<file path="src/rtl/sbr_pkg.sv">
package sbr_pkg;

    localparam int unsigned CH_NUM   = 7;
    localparam int unsigned SAMPLE_W = 16;
    localparam int unsigned REG_AW   = 8;
    localparam int unsigned CH_IDX_W = $clog2(CH_NUM);
    localparam int unsigned CNT_W    = $clog2(CH_NUM + 1);
    localparam int unsigned PKT_W    = CH_NUM * SAMPLE_W;
    localparam logic [REG_AW-1:0] CAP_BASE = 8'h17;

    typedef enum logic [1:0] {
        ST_IDLE,
        ST_ISSUE,
        ST_WAIT,
        ST_EMIT
    } burst_state_e;

    typedef struct packed {
        logic                valid;
        logic [CH_IDX_W-1:0] idx;
    } chan_pick_t;

    // Lowest set bit of the pending mask wins.
    function automatic chan_pick_t pick_lowest(input logic [CH_NUM-1:0] m);
        chan_pick_t p;
        p = '0;
        for (int i = CH_NUM - 1; i >= 0; i--) begin
            if (m[i]) begin
                p.valid = 1'b1;
                p.idx   = CH_IDX_W'(i);
            end
        end
        return p;
    endfunction

endpackage

</file>
<file path="src/rtl/sbr_chan_pick.sv">
module sbr_chan_pick
    import sbr_pkg::*;
(
    input  logic [CH_NUM-1:0] pend_i,
    output chan_pick_t        pick_o,
    output logic [CH_NUM-1:0] onehot_o
);
    always_comb pick_o = pick_lowest(pend_i);

    for (genvar g = 0; g < CH_NUM; g++) begin : g_onehot
        assign onehot_o[g] = pick_o.valid && (pick_o.idx == CH_IDX_W'(g));
    end
endmodule

</file>
<file path="src/rtl/sbr_ctrl.sv">
module sbr_ctrl
    import sbr_pkg::*;
#(
    parameter int unsigned TS_W  = 32,
    parameter int unsigned OVR_W = 8
) (
    input  logic              clk,
    input  logic              rst,
    input  logic              trig_i,
    input  logic [CH_NUM-1:0] chan_en_i,
    input  logic [TS_W-1:0]   time_i,
    input  logic              rd_done_i,
    input  logic              rd_err_i,
    input  chan_pick_t        pick_i,
    input  logic [CH_NUM-1:0] onehot_i,
    output logic [CH_NUM-1:0] pend_o,
    output logic              rd_req_o,
    output logic [REG_AW-1:0] rd_addr_o,
    output logic              rd_cap_o,
    output logic              start_o,
    output logic              store_o,
    output logic              emit_o,
    output logic              busy_o,
    output logic [TS_W-1:0]   ts_o,
    output logic [OVR_W-1:0]  ovr_o
);
    burst_state_e      state_q;
    logic [CH_NUM-1:0] mask_q;
    logic              first_q;
    logic [TS_W-1:0]   ts_q;
    logic [OVR_W-1:0]  ovr_q;

    always_comb begin
        pend_o    = mask_q;
        busy_o    = (state_q != ST_IDLE);
        rd_req_o  = (state_q == ST_ISSUE) && pick_i.valid;
        rd_addr_o = CAP_BASE + REG_AW'(pick_i.idx);
        rd_cap_o  = rd_req_o && first_q;
        start_o   = (state_q == ST_IDLE) && trig_i;
        store_o   = (state_q == ST_WAIT) && rd_done_i && !rd_err_i;
        emit_o    = (state_q == ST_EMIT);
        ts_o      = ts_q;
        ovr_o     = ovr_q;
    end

    always_ff @(posedge clk) begin
        if (rst) begin
            state_q <= ST_IDLE;
            mask_q  <= '0;
            first_q <= 1'b0;
            ts_q    <= '0;
        end else begin
            unique case (state_q)
                ST_IDLE: begin
                    if (trig_i) begin
                        mask_q  <= chan_en_i;
                        ts_q    <= time_i;
                        first_q <= 1'b1;
                        state_q <= ST_ISSUE;
                    end
                end
                ST_ISSUE: begin
                    if (pick_i.valid) begin
                        mask_q  <= mask_q & ~onehot_i;
                        first_q <= 1'b0;
                        state_q <= ST_WAIT;
                    end else begin
                        state_q <= ST_EMIT;
                    end
                end
                ST_WAIT: begin
                    if (rd_done_i) begin
                        state_q <= rd_err_i ? ST_IDLE : ST_ISSUE;
                    end
                end
                ST_EMIT: state_q <= ST_IDLE;
                default: state_q <= ST_IDLE;
            endcase
        end
    end

    always_ff @(posedge clk) begin
        if (rst) begin
            ovr_q <= '0;
        end else if (trig_i && (state_q != ST_IDLE) && (ovr_q != {OVR_W{1'b1}})) begin
            ovr_q <= ovr_q + 1'b1;
        end
    end
endmodule

</file>
<file path="src/rtl/sbr_packer.sv">
module sbr_packer
    import sbr_pkg::*;
(
    input  logic                clk,
    input  logic                rst,
    input  logic                start_i,
    input  logic                store_i,
    input  logic [SAMPLE_W-1:0] sample_i,
    output logic [PKT_W-1:0]    data_o,
    output logic [CNT_W-1:0]    cnt_o
);
    logic [CNT_W-1:0] cnt_q;

    always_ff @(posedge clk) begin
        if (rst || start_i) begin
            cnt_q <= '0;
        end else if (store_i) begin
            cnt_q <= cnt_q + 1'b1;
        end
    end

    for (genvar g = 0; g < CH_NUM; g++) begin : g_slot
        logic [SAMPLE_W-1:0] slot_q;
        always_ff @(posedge clk) begin
            if (rst || start_i) begin
                slot_q <= '0;
            end else if (store_i && (cnt_q == CNT_W'(g))) begin
                slot_q <= sample_i;
            end
        end
        assign data_o[g*SAMPLE_W +: SAMPLE_W] = slot_q;
    end

    assign cnt_o = cnt_q;
endmodule

</file>
<file path="src/rtl/capture_burst_reader.sv">
module capture_burst_reader
    import sbr_pkg::*;
#(
    parameter int unsigned TS_W  = 32,
    parameter int unsigned OVR_W = 8
) (
    input  logic                clk,
    input  logic                rst,
    input  logic                trig_i,
    input  logic [CH_NUM-1:0]   chan_en_i,
    input  logic [TS_W-1:0]     time_i,
    output logic                rd_req_o,
    output logic [REG_AW-1:0]   rd_addr_o,
    output logic                rd_cap_o,
    input  logic                rd_done_i,
    input  logic [SAMPLE_W-1:0] rd_data_i,
    input  logic                rd_err_i,
    output logic                pkt_valid_o,
    output logic [CNT_W-1:0]    pkt_cnt_o,
    output logic [PKT_W-1:0]    pkt_data_o,
    output logic [TS_W-1:0]     pkt_ts_o,
    output logic                busy_o,
    output logic [OVR_W-1:0]    ovr_cnt_o
);
    chan_pick_t        pick;
    logic [CH_NUM-1:0] onehot;
    logic [CH_NUM-1:0] pend;
    logic              start;
    logic              store;

    sbr_chan_pick u_pick (
        .pend_i   (pend),
        .pick_o   (pick),
        .onehot_o (onehot)
    );

    sbr_ctrl #(.TS_W(TS_W), .OVR_W(OVR_W)) u_ctrl (
        .clk       (clk),
        .rst       (rst),
        .trig_i    (trig_i),
        .chan_en_i (chan_en_i),
        .time_i    (time_i),
        .rd_done_i (rd_done_i),
        .rd_err_i  (rd_err_i),
        .pick_i    (pick),
        .onehot_i  (onehot),
        .pend_o    (pend),
        .rd_req_o  (rd_req_o),
        .rd_addr_o (rd_addr_o),
        .rd_cap_o  (rd_cap_o),
        .start_o   (start),
        .store_o   (store),
        .emit_o    (pkt_valid_o),
        .busy_o    (busy_o),
        .ts_o      (pkt_ts_o),
        .ovr_o     (ovr_cnt_o)
    );

    sbr_packer u_pack (
        .clk      (clk),
        .rst      (rst),
        .start_i  (start),
        .store_i  (store),
        .sample_i (rd_data_i),
        .data_o   (pkt_data_o),
        .cnt_o    (pkt_cnt_o)
    );
endmodule

</file>
<file path="config.mk">
export PLATFORM = sky130hd
export DESIGN_NAME = capture_burst_reader
export DESIGN_NICKNAME = d
export VERILOG_FILES = /design/src/rtl/sbr_pkg.sv /design/src/rtl/sbr_chan_pick.sv /design/src/rtl/sbr_ctrl.sv /design/src/rtl/sbr_packer.sv /design/src/rtl/capture_burst_reader.sv
export SDC_FILE = /design/constraint.sdc
export NUM_CORES = 1
export LEC_CHECK = 0
export BUFFER_PORTS_ARGS = -buffer_cell sky130_fd_sc_hd__buf_2
export CAP_MARGIN = 20
export CORE_AREA = 5 5 122 124
export DETAILED_ROUTE_END_ITERATION = 8
export DIE_AREA = 0 0 127 129
export GPL_ROUTABILITY_DRIVEN = 0
export PLACE_DENSITY = 0.88
export SLEW_MARGIN = 20
export SYNTH_ARGS = -nofsm -noshare
export SYNTH_HDL_FRONTEND = slang
export SYNTH_SLANG_ARGS = --single-unit
</file>
<file path="constraint.sdc">
create_clock -name clk -period 2.38 [get_ports clk]
set_input_delay 0.238 -clock clk [delete_from_list [all_inputs] [get_ports clk]]
set_output_delay 0.238 -clock clk [all_outputs]
set_load 0.02 [all_outputs]
</file>
==> impl_results.md, run 1 <==
- Leakage: 4.29 nW
- Worst hold stages: 3
- Critical Path AT: 1.92 ns
- IO Port Bufs: 222
- Maximum clock path buffer count: 2
- CP Capture Type: primary output
- Hold_sp: time_i[0]
- ANT cells: 0
- Sequential area share after synthesis: 0.496
- Crit start category: flop
- FMAX: 464 MHz
- Post-CTS Setup Bufs: 0
- Setup Crit Path Kind: flop to primary output
- RSZ-0062 raised after global routing: no
- DRC: 0
- Initial DRC count: 470
- Drt via density: 5.45
- Mapped Cells: just over 700
- Largest area contributor in the netlist: dfxtp_1
- Buf+Inv Stages, Crit Path: 2
- Pre-CTS WS: 0.516 ns
- Total wire length: 19.2 mm
- GRT Total Usage: 0.234
- Final hold vios: 0
- Worst vdd ir: 0.483 mV
- CP max FO: 10
- Synth cell count leaders: 165 x dfxtp_1, 134 x nand3_1, 97 x mux2i_1
- Slew margin rel.: 0.568
- Top-count cell post-synth: dfxtp_1
- Global-route wire length before repair: approximately 30 mm
- Slew of the pin with the lowest slew margin: 0.645 ns
- Initial antenna violation count: 3
- Period Utilization, post-route: 0.905
- Num CTS Buffers: 17
- Clock root buffer: clkbuf_16
- TritonCTS clock tree: built
- Synth warnings: 0
- Peak per-stage delay on the critical path: between 0.4 and 0.5 ns
- Yosys reg bits: 165
- H-tree levels: 4
- Ranking of synthesized cells by area: dfxtp_1 50%, mux2i_1 15%, nand3_1 10%
- Final Worst Setup Slack: about 0.22 ns
- Outcome: finished clean
- DIE AREA: 16,400 um2
- Hold endpoint: u_ctrl.ts_o[0]$_SDFFE_PP0P_
- Clk_skew: between 0.01 and 0.015 ns
- Routed len/inst: around 17 um
- Core Region: 13,700 um2
- P per Cell Area: 798 nW/um2
- Sink Count: approximately 170
- Synth unique cells: 49
- DR vias: 6,001
- Fraction of registers with async set/reset: 0
- Syn-to-layout area delta: 28.3%
- Primary FF master, synth: dfxtp_1
- Vias in the first global route: 5,773
- Post-synth EDFFs: 0
- Critical path cell sequence: buf_4 -> nand2b_1 -> a21oi_1 -> and2_1 -> buf_2
- Final setup fails: 0
- Row cnt: 43
- Starting Density: 0.487
- Resize count post-CTS: 0
- Worst EP required: between 2 and 2.5 ns
- Die X-Extent: 127 um
- Type of the worst min-delay path: primary input to flop
- Flop2flop setup slack: 0.49 ns
- Largest net degree at the start of global routing: 79
- Area of the mapped netlist: 6650 um2
- Min cycle time layout: 2.16 ns
- Die Y: 129 um
- Final ANT Viol Nets: 0
- Yosys top cell area share: 0.496
- Syn Area/Cell: 9.36 um2
- MaxCap Viol Count: 0
- First-pass iteration count of the detailed router: 5
- Grt ovf: 0
- Nets@finish: 980
- CTS hold repair buffers: 0
- Launching point of the worst reg2reg path: u_ctrl.state_q[0]$_SDFFE_PP0P_
- Delay-heaviest family, CP: flip-flops
- Clock transition at path regs: 0.07 ns
- Clock Latency Late Sink: roughly 0.43 ns
- Worst Reg2Reg Path Length in Cells: 3
- HPWL Detailed: 13.7 mm
- Critical R2R Capture: u_pack.cnt_o[2]$_SDFFE_PP0P_
- Final Max Tran Viols: 0
- Layout cells sized above 1: 0.309
- Worst path slowest cell: dfxtp_1
- Fin Setup TNS: 0 ns
- Top-Level Pins: approximately 230
[sequential cells by signal (all words and copies together), names as in the netlist]
signal and count:
u_ctrl.state_q 2, u_ctrl.first_q 1, u_ctrl.ts_o 32, u_ctrl.pend_o 7
u_pack.g_slot.slot_q 112, u_pack.cnt_o 3, u_ctrl.ovr_o 8
[per-stage QoR]
step | cell area [um2] | util | std cells | hold slack [ns] | total power, mW
floorplan | 6660 | - | 713 | 0.374 | 3.50
global placement | 7870 | 0.576 | 1070 | 0.438 | 3.78
detailed placement | 7870 | 0.576 | 1070 | 0.444 | 3.78
CTS | 8530 | 0.625 | 1102 | 0.0299 | 6.85
global route | 8530 | 0.625 | 1102 | 0.0270 | 7.08
finish | 8530 | 0.625 | 1102 | 0.0439 | 6.81
[cells in the final DEF (no fill, tap or decap), drive strengths merged, types with 2 or more instances in the layout]
master | netlist | layout
a211oi | 3 | 3
a21oi | 61 | 61
and2 | 3 | 3
and3 | 2 | 2
buf | 30 | 238
bufinv | 0 | 5
clkbuf | 31 | 17
clkinv | 0 | 4
conb | 2 | 4
dfxtp | 165 | 165
ha | 11 | 11
inv | 11 | 16
mux2 | 2 | 2
mux2i | 97 | 97
nand2 | 81 | 81
nand2b | 2 | 2
nand3 | 136 | 136
nand4 | 4 | 4
nor2 | 7 | 7
nor2b | 5 | 5
nor3 | 5 | 5
nor3b | 4 | 4
nor4 | 4 | 4
o211a | 2 | 2
o211ai | 2 | 2
o21ai | 20 | 20
o311ai | 2 | 2
or2 | 2 | 2
or3b | 2 | 2
or4 | 2 | 2
[worst max path at each step]
stage | start | to | slack [ns] | depth (start not counted)
after global placement | u_ctrl.state_q[0]$_SDFFE_PP0P_ | u_pack.cnt_o[2]$_SDFFE_PP0P_ | 0.55 | 3
after CTS | u_ctrl.pend_o[2]$_SDFFE_PP0P_ | rd_addr_o[2] | 0.14 | 5
after detailed placement | u_ctrl.pend_o[2]$_SDFFE_PP0P_ | u_ctrl.pend_o[5]$_SDFFE_PP0P_ | 0.52 | 6
final | u_ctrl.state_q[0]$_SDFFE_PP0P_ | rd_cap_o | 0.22 | 5
after floorplan | u_ctrl.state_q[0]$_SDFFE_PP0P_ | rd_cap_o | 0.58 | 4
after global routing | u_ctrl.state_q[0]$_SDFFE_PP0P_ | rd_cap_o | 0.05 | 5
[final cells by class]
type                            count  area [um2]
Tap cell                          180         225
Sequential cell                   165        3300
Inverter                           11        42.5
Timing Repair Buffer              238        1260
Fill cell                        1127        5130
Multi-Input combinational cell    476        3040
Clock buffer                       17         425
Clock inverter                     15         241
[tightest hold or removal path, delay by kind of cell]
kind            cells  cell delay (ns)
simple gates        1             0.04
compound gates      1             0.05
buf+inv             1             0.09
[routing by layer]
metal	global-route usage	vias up	share of wire
met5	0	-	0.0018
met4	0.0644	6	0.013
met3	0.0959	34	0.10
met2	0.392	243	0.48
met1	0.278	2829	0.41
li1	-	2889	-
[where the power goes]
| part | internal (mW) | total (mW) | switching (mW) |
|---|---|---|---|
| registers | 2.83 | 2.89 | 0.0519 |
| clock network | 1.89 | 3.09 | 1.19 |
| logic | 0.256 | 0.836 | 0.580 |
[kinds of logic (layout without fill, tap and decap cells)]
kind of cell,count (synthesis),after routing,synth area share
muxes,99,99,0.149
other,2,4,0.00113
AOI/OAI and AO/OA,98,98,0.0826
adders and majority gates,11,11,0.0207
and+or+nand+nor,263,263,0.197
xor gates and xnor gates,1,1,0.00132
DFF,165,165,0.496
buffers and inverters,72,281,0.0511
Power figures use the tool's default switching activity.
==> run 2, diff against run 1 <==
==> constraint.sdc (replaced) <==
create_clock -name clk -period 2.6 [get_ports clk]
set_input_delay 0.26 -clock clk [delete_from_list [all_inputs] [get_ports clk]]
set_output_delay 0.26 -clock clk [all_outputs]
set_load 0.02 [all_outputs]
==> run 2 against run 1 <==
Compared with the run above: sequential share of layout area increased by 0.51 points; clock skew decreased by 0.0017 ns; hold slack improved by 0.016 ns; power decreased by 13%; critical path depth decreased by 2; global-route usage about the same; clock power decreased by 19%; clock-buffer cell count unchanged; final cell count decreased by 0.36%; die area unchanged; routed wire length increased by 1.6%; sequential power decreased by 8.3%.
==> impl_results.md, run 2 (synthesis gave the netlist of run 1 again) <==
- RSZ-0062 raised after global routing: no
- Sink Count: 165 (unchanged)
- Global-route wire length before repair: 30.1 mm (+0.65%)
- Final ANT Viol Nets: 0 (unchanged)
- Crit start category: flop
- CTS hold repair buffers: 0 (unchanged)
- Largest Register: u_pack.g_slot.slot_q
- Initial antenna violation count: 4 (+1)
- Final setup fails: 0 (unchanged)
- Nets@finish: 975 (-0.51%)
- Commonest cells after routing, fill and taps aside: 222 x buf_2, 165 x dfxtp_1, 134 x nand3_1
- Total wire length: 19.5 mm (+1.6%)
- Final hold vios: 0 (unchanged)
- FMAX: around 430 MHz
- Top-Level Pins: 227 (unchanged)
- DIE AREA: 16,400 um2 (unchanged)
- Maximum clock path buffer count: 2 (unchanged)
- Drt via density: 5.49 (+0.75%)
- Hold endpoint: u_ctrl.ts_o[7]$_SDFFE_PP0P_
- Period Utilization, post-route: 0.891
- Clock transition at path regs: 0.07 ns (about the same)
- Post-CTS Setup Bufs: 0 (unchanged)
- Starting Density: 0.487 (unchanged)
- Launching point of the worst reg2reg path: u_ctrl.state_q[0]$_SDFFE_PP0P_
- Layout cells sized above 1: 0.305 (-0.00377)
- Type of the worst min-delay path: primary input to flop
- Fin Setup TNS: 0 ns (unchanged)
- Outcome: finished clean
- TritonCTS clock tree: built
- Max reg flops: 112 (unchanged)
- Most common cell after layout, fill and taps aside: buf_2
- Num CTS Buffers: 17 (unchanged)
- Routed len/inst: 17.8 um (+2.0%)
- CP max FO: 50 (+40)
- HPWL Detailed: 13.9 mm (+2.0%)
- MaxCap Viol Count: 0 (unchanged)
- Leakage: 4.22 nW (-1.6%)
- Clk_skew: 0.00972 ns (-0.00168 ns)
- Critical R2R Capture: u_pack.cnt_o[2]$_SDFFE_PP0P_
- First-pass iteration count of the detailed router: 6 (+1)
- Core Region: 13,700 um2 (unchanged)
- Largest net degree at the start of global routing: 93 (+18%)
- Die Y: 129 um (unchanged)
- Row cnt: 43 (unchanged)
- DR vias: 6,024 (+0.38%)
- Final Max Tran Viols: 0 (unchanged)
- Grt ovf: 0 (unchanged)
- Worst vdd ir: 0.363 mV (-25%)
- Slew margin rel.: 0.551 (-0.0161)
- Flop2flop setup slack: 0.28 ns (-0.21 ns)
- Worst Reg2Reg Path Length in Cells: 3 (unchanged)
- CP Capture Type: flop
- Syn-to-layout area delta: 26.6%
- Vias in the first global route: 5,687 (-1.5%)
- Die X-Extent: 127 um (unchanged)
- Worst hold stages: 3 (unchanged)
- DRC: 0 (unchanged)
- Setup Crit Path Kind: flop to flop
- Clock root buffer: clkbuf_16
- GRT Total Usage: 0.233 (-0.000284)
- Initial DRC count: 420 (-11%)
- Pre-CTS WS: 0.336 ns (-0.181 ns)
- IO Port Bufs: 222 (unchanged)
- Min cycle time layout: 2.32 ns
- H-tree levels: 4 (unchanged)
- Critical Path AT: 2.64 ns (+0.72 ns)
- Slew of the pin with the lowest slew margin: 0.671 ns (+0.0263 ns)
- Hold_sp: time_i[7]
- Worst EP required: 2.92 ns (+0.78 ns)
- Final Worst Setup Slack: 0.283 ns (+0.0579 ns)
- Clock Latency Late Sink: 0.43 ns (about the same)
- P per Cell Area: 700 nW/um2 (-12%)
- Resize count post-CTS: 0 (unchanged)
-- run 2: worst max path at each step --
| stage | from | end | slack (ns) | depth (start not counted) |
|---|---|---|---|---|
| floorplan | u_ctrl.state_q[0]$_SDFFE_PP0P_ | rd_cap_o | 0.78 | 4 |
| global placement | u_ctrl.state_q[0]$_SDFFE_PP0P_ | u_pack.cnt_o[2]$_SDFFE_PP0P_ | 0.42 | 3 |
| detailed placement | u_ctrl.state_q[0]$_SDFFE_PP0P_ | u_pack.cnt_o[2]$_SDFFE_PP0P_ | 0.34 | 3 |
| finish | u_ctrl.state_q[0]$_SDFFE_PP0P_ | u_pack.cnt_o[2]$_SDFFE_PP0P_ | 0.28 | 3 |
| CTS | u_ctrl.pend_o[2]$_SDFFE_PP0P_ | rd_addr_o[2] | 0.32 | 5 |
| global route | u_ctrl.state_q[0]$_SDFFE_PP0P_ | u_pack.cnt_o[2]$_SDFFE_PP0P_ | 0.10 | 3 |
-- run 2: metal layers --
metal / track usage / part of all wire / vias to the layer above / wire (um)
met5: 0 / 0.0021 / - / 41
met1: 0.282 / 0.41 / 2829 / 7910
met2: 0.381 / 0.48 / 272 / 9290
met3: 0.0963 / 0.10 / 25 / 2030
li1: - / - / 2892 / -
met4: 0.0744 / 0.012 / 6 / 236
-- run 2: worst max-delay path, cell delays in order, from the launching register on --
cell	delay, ns
dfxtp_1	0.65
or3b_4	0.63
nand2_1	0.57
a211oi_1	0.36
-- run 2: area by class of cell --
cell class / count / area [um2]
well taps: 180 / 225
repair buffers: 233 / 1220
multi-input cells: 476 / 3040
flip-flops and latches: 165 / 3300
diodes: 1 / 2.50
clock inverters: 15 / 165
inverters: 11 / 42.5
clock buffers: 17 / 425
fillers: 1166 / 5240
-- run 2: power by group --
| group | switching, mW | total, mW | internal [mW] |
|---|---|---|---|
| Sequential | 0.0557 | 2.65 | 2.59 |
| Clock | 1.13 | 2.49 | 1.36 |
| Combinational | 0.523 | 0.749 | 0.226 |
-- run 2: stage by stage --
stage,util,cell area (um2),instances,power (mW),hold WS [ns]
3_3_place_gp,0.573,7830,1065,3.44,0.438
5_1_grt,0.616,8420,1098,6.13,0.0429
6_report,0.616,8420,1098,5.89,0.0603
2_1_floorplan,-,6660,713,3.20,0.396
3_5_place_dp,0.573,7830,1065,3.46,0.443
4_1_cts,0.616,8420,1097,5.94,0.0450
==> run 3, diff against run 2 <==
--- a/config.mk
+++ b/config.mk
@@ -7,11 +7,13 @@
 export LEC_CHECK = 0
 export BUFFER_PORTS_ARGS = -buffer_cell sky130_fd_sc_hd__buf_2
 export CAP_MARGIN = 20
-export CORE_AREA = 5 5 122 124
+export CELL_PAD_IN_SITES_DETAIL_PLACEMENT = 0
+export CELL_PAD_IN_SITES_GLOBAL_PLACEMENT = 1
+export CORE_AREA = 5 5 135 137
 export DETAILED_ROUTE_END_ITERATION = 8
-export DIE_AREA = 0 0 127 129
+export DIE_AREA = 0 0 140 142
 export GPL_ROUTABILITY_DRIVEN = 0
-export PLACE_DENSITY = 0.88
+export PLACE_DENSITY = 0.95
 export SLEW_MARGIN = 20
 export SYNTH_ARGS = -nofsm -noshare
 export SYNTH_HDL_FRONTEND = slang
==> run 3 against run 2 <==
Compared with the run above: fmax up 2.0%; routed wire length shrank 3.4%; flip-flop and latch count unchanged; via count decreased by 2.4%; sequential power hardly changed; combinational power down 1%; largest cell class unchanged; highest routed layer is now met4.
==> impl_results.md, run 3 (synthesis gave the netlist of run 1 again) <==
- Clock root buffer: clkbuf_16
- Period Utilization, post-route: 0.874 (-0.0175)
- Maximum clock path buffer count: 2 (unchanged)
- Final setup fails: 0 (unchanged)
- Grt ovf: 0 (unchanged)
- CP max FO: 5 (-90%)
- Clk_skew: 0.00960 ns (-0.000119 ns)
- Syn-to-layout area delta: 27.0%
- Drt via density: 5.13 (-6.5%)
- Die X-Extent: 140 um (+10%)
- Setup Crit Path Kind: flop to primary output
- TritonCTS clock tree: built
- MaxCap Viol Count: 0 (unchanged)
- Dpl cells: 1,114 (+4.6%)
- Nets@finish: 979 (+0.41%)
- Buf+Inv Stages, Crit Path: 1 (+1)
- First-pass iteration count of the detailed router: 5 (-1)
- Worst path slowest cell: o21ai_0
- Num CTS Buffers: 17 (unchanged)
- Slew margin rel.: 0.529 (-0.0228)
- RSZ-0062 raised after global routing: no
- Starting Density: 0.393 (-0.0940)
- CP Capture Type: primary output
- Fin cells: 1,146 (+4.4%)
- Initial DRC count: 210 (-50%)
- Post-CTS Setup Bufs: 0 (unchanged)
- Resize count post-CTS: 0 (unchanged)
- Leakage: 4.22 nW (about the same)
- Die Y: 142 um (+10%)
- Sink Count: 165 (unchanged)
- Critical Path AT: 2.01 ns (-0.63 ns)
- P per Cell Area: 672 nW/um2 (-3.9%)
- Crit start category: flop
- Routed len/inst: 16.4 um (-7.4%)
- Largest Register: u_pack.g_slot.slot_q
- Global-route wire length before repair: 30.4 mm (+1.0%)
- Most common cell after layout, fill and taps aside: buf_2
- Vias in the first global route: 5,755 (+1.2%)
- Min cycle time layout: 2.27 ns (-0.0454 ns)
- Largest net degree at the start of global routing: 93 (unchanged)
- FMAX: 440 MHz (+2.0%)
- Max reg flops: 112 (unchanged)
- GRT Total Usage: 0.188 (-0.0458)
- Worst vdd ir: 0.537 mV (+48%)
- Slew of the pin with the lowest slew margin: 0.703 ns (+0.0319 ns)
- Type of the worst min-delay path: primary input to flop
- HPWL Detailed: 13.4 mm (-3.9%)
- Clock transition at path regs: 0.06 ns (about the same)
- Commonest cells after routing, fill and taps aside: 222 x buf_2, 165 x dfxtp_1, 134 x nand3_1
- Top-Level Pins: 227 (unchanged)
- IO Port Bufs: 222 (unchanged)
- DR vias: 5,879 (-2.4%)
- Fin Setup TNS: 0 ns (unchanged)
- Delay-heaviest family, CP: compound AO/OA/AOI/OAI gates
- Clock Latency Late Sink: 0.42 ns (about the same)
- Row cnt: 48 (+12%)
- Peak per-stage delay on the critical path: 0.39 ns (-0.26 ns)
- Layout cells sized above 1: 0.305 (about the same)
- ANT cells: 0 (-1)
- Critical path cell sequence: or2_2 -> o21ai_0 -> ha_1 -> xor2_1 -> buf_2
- Initial antenna violation count: 0 (-4)
- Total wire length: 18.8 mm (-3.4%)
- Final ANT Viol Nets: 0 (unchanged)
- DRC: 0 (unchanged)
- Final hold vios: 0 (unchanged)
- Core Region: 16,900 um2 (+24%)
- DIE AREA: 19,900 um2 (+21%)
- Final Max Tran Viols: 0 (unchanged)
- Worst EP required: 2.34 ns (-0.58 ns)
- Outcome: finished clean
- CTS hold repair buffers: 0 (unchanged)
- H-tree levels: 4 (unchanged)
run 3: cell count changes in the layout (fill, tap and decap cells not counted):
| cell | change |
|---|---|
| clkinv_4 | +1 |
| buf_4 | +4 |
| inv_8 | -3 |
| clkinv_2 | +2 |
| clkinv_8 | -1 |
| bufinv_16 | -1 |
| clkbuf_1 | +3 |
| clkinvlp_4 | -1 |
| diode_2 | -1 |
run 3: area by class of cell:
class	count	area, um2
Sequential cell	165	3300
Clock buffer	20	437
Multi-Input combinational cell	476	3040
Fill cell	1633	8490
Inverter	11	42.5
Clock inverter	12	96.3
Tap cell	225	282
Timing Repair Buffer	237	1250
run 3: path summary, 6_finish.rpt:
path / startpoint / endpoint / slack (ns) / depth (start not counted)
max: u_ctrl.pend_o[2]$_SDFFE_PP0P_ / rd_addr_o[2] / 0.33 / 5
min: time_i[3] / u_ctrl.ts_o[3]$_SDFFE_PP0P_ / 0.07 / 3
max reg2reg: u_ctrl.state_q[0]$_SDFFE_PP0P_ / u_ctrl.pend_o[2]$_SDFFE_PP0P_ / 0.62 / 5
min reg2reg: u_ctrl.ts_o[19]$_SDFFE_PP0P_ / u_ctrl.ts_o[19]$_SDFFE_PP0P_ / 0.45 / 2
run 3: power by group:
group          internal (mW)  switching (mW)
combinational          0.230           0.511
clock                   1.24            1.05
sequential              2.60          0.0547
run 3: worst register-to-register path, delay by kind of cell, from the launching register on:
kind | cells | cell delay [ns]
buffers and inverters | 2 | 0.68
flip-flops | 1 | 0.66
AND/OR/NAND/NOR | 2 | 0.41
AO/OA/AOI/OAI | 1 | 0.17
run 3: routing by layer:
layer  global-route usage  wire length, um  vias up
li1                     -                -     2884
met1                0.236             8040     2757
met2                0.301             8640      229
met3               0.0830             2050        9
met4               0.0393              117        0
met5                    0                0        -
run 3: metrics by stage:
step / hold slack, ns / power (mW) / utilization / setup slack [ns] / area [um2]
floorplan: 0.396 / 3.20 / - / 0.779 / 6660
global placement: 0.438 / 3.44 / 0.467 / 0.678 / 7920
detailed placement: 0.443 / 3.45 / 0.467 / 0.646 / 7920
CTS: 0.0472 / 5.74 / 0.499 / 0.306 / 8450
global route: 0.0564 / 5.93 / 0.499 / 0.111 / 8450
finish: 0.0725 / 5.68 / 0.499 / 0.328 / 8450
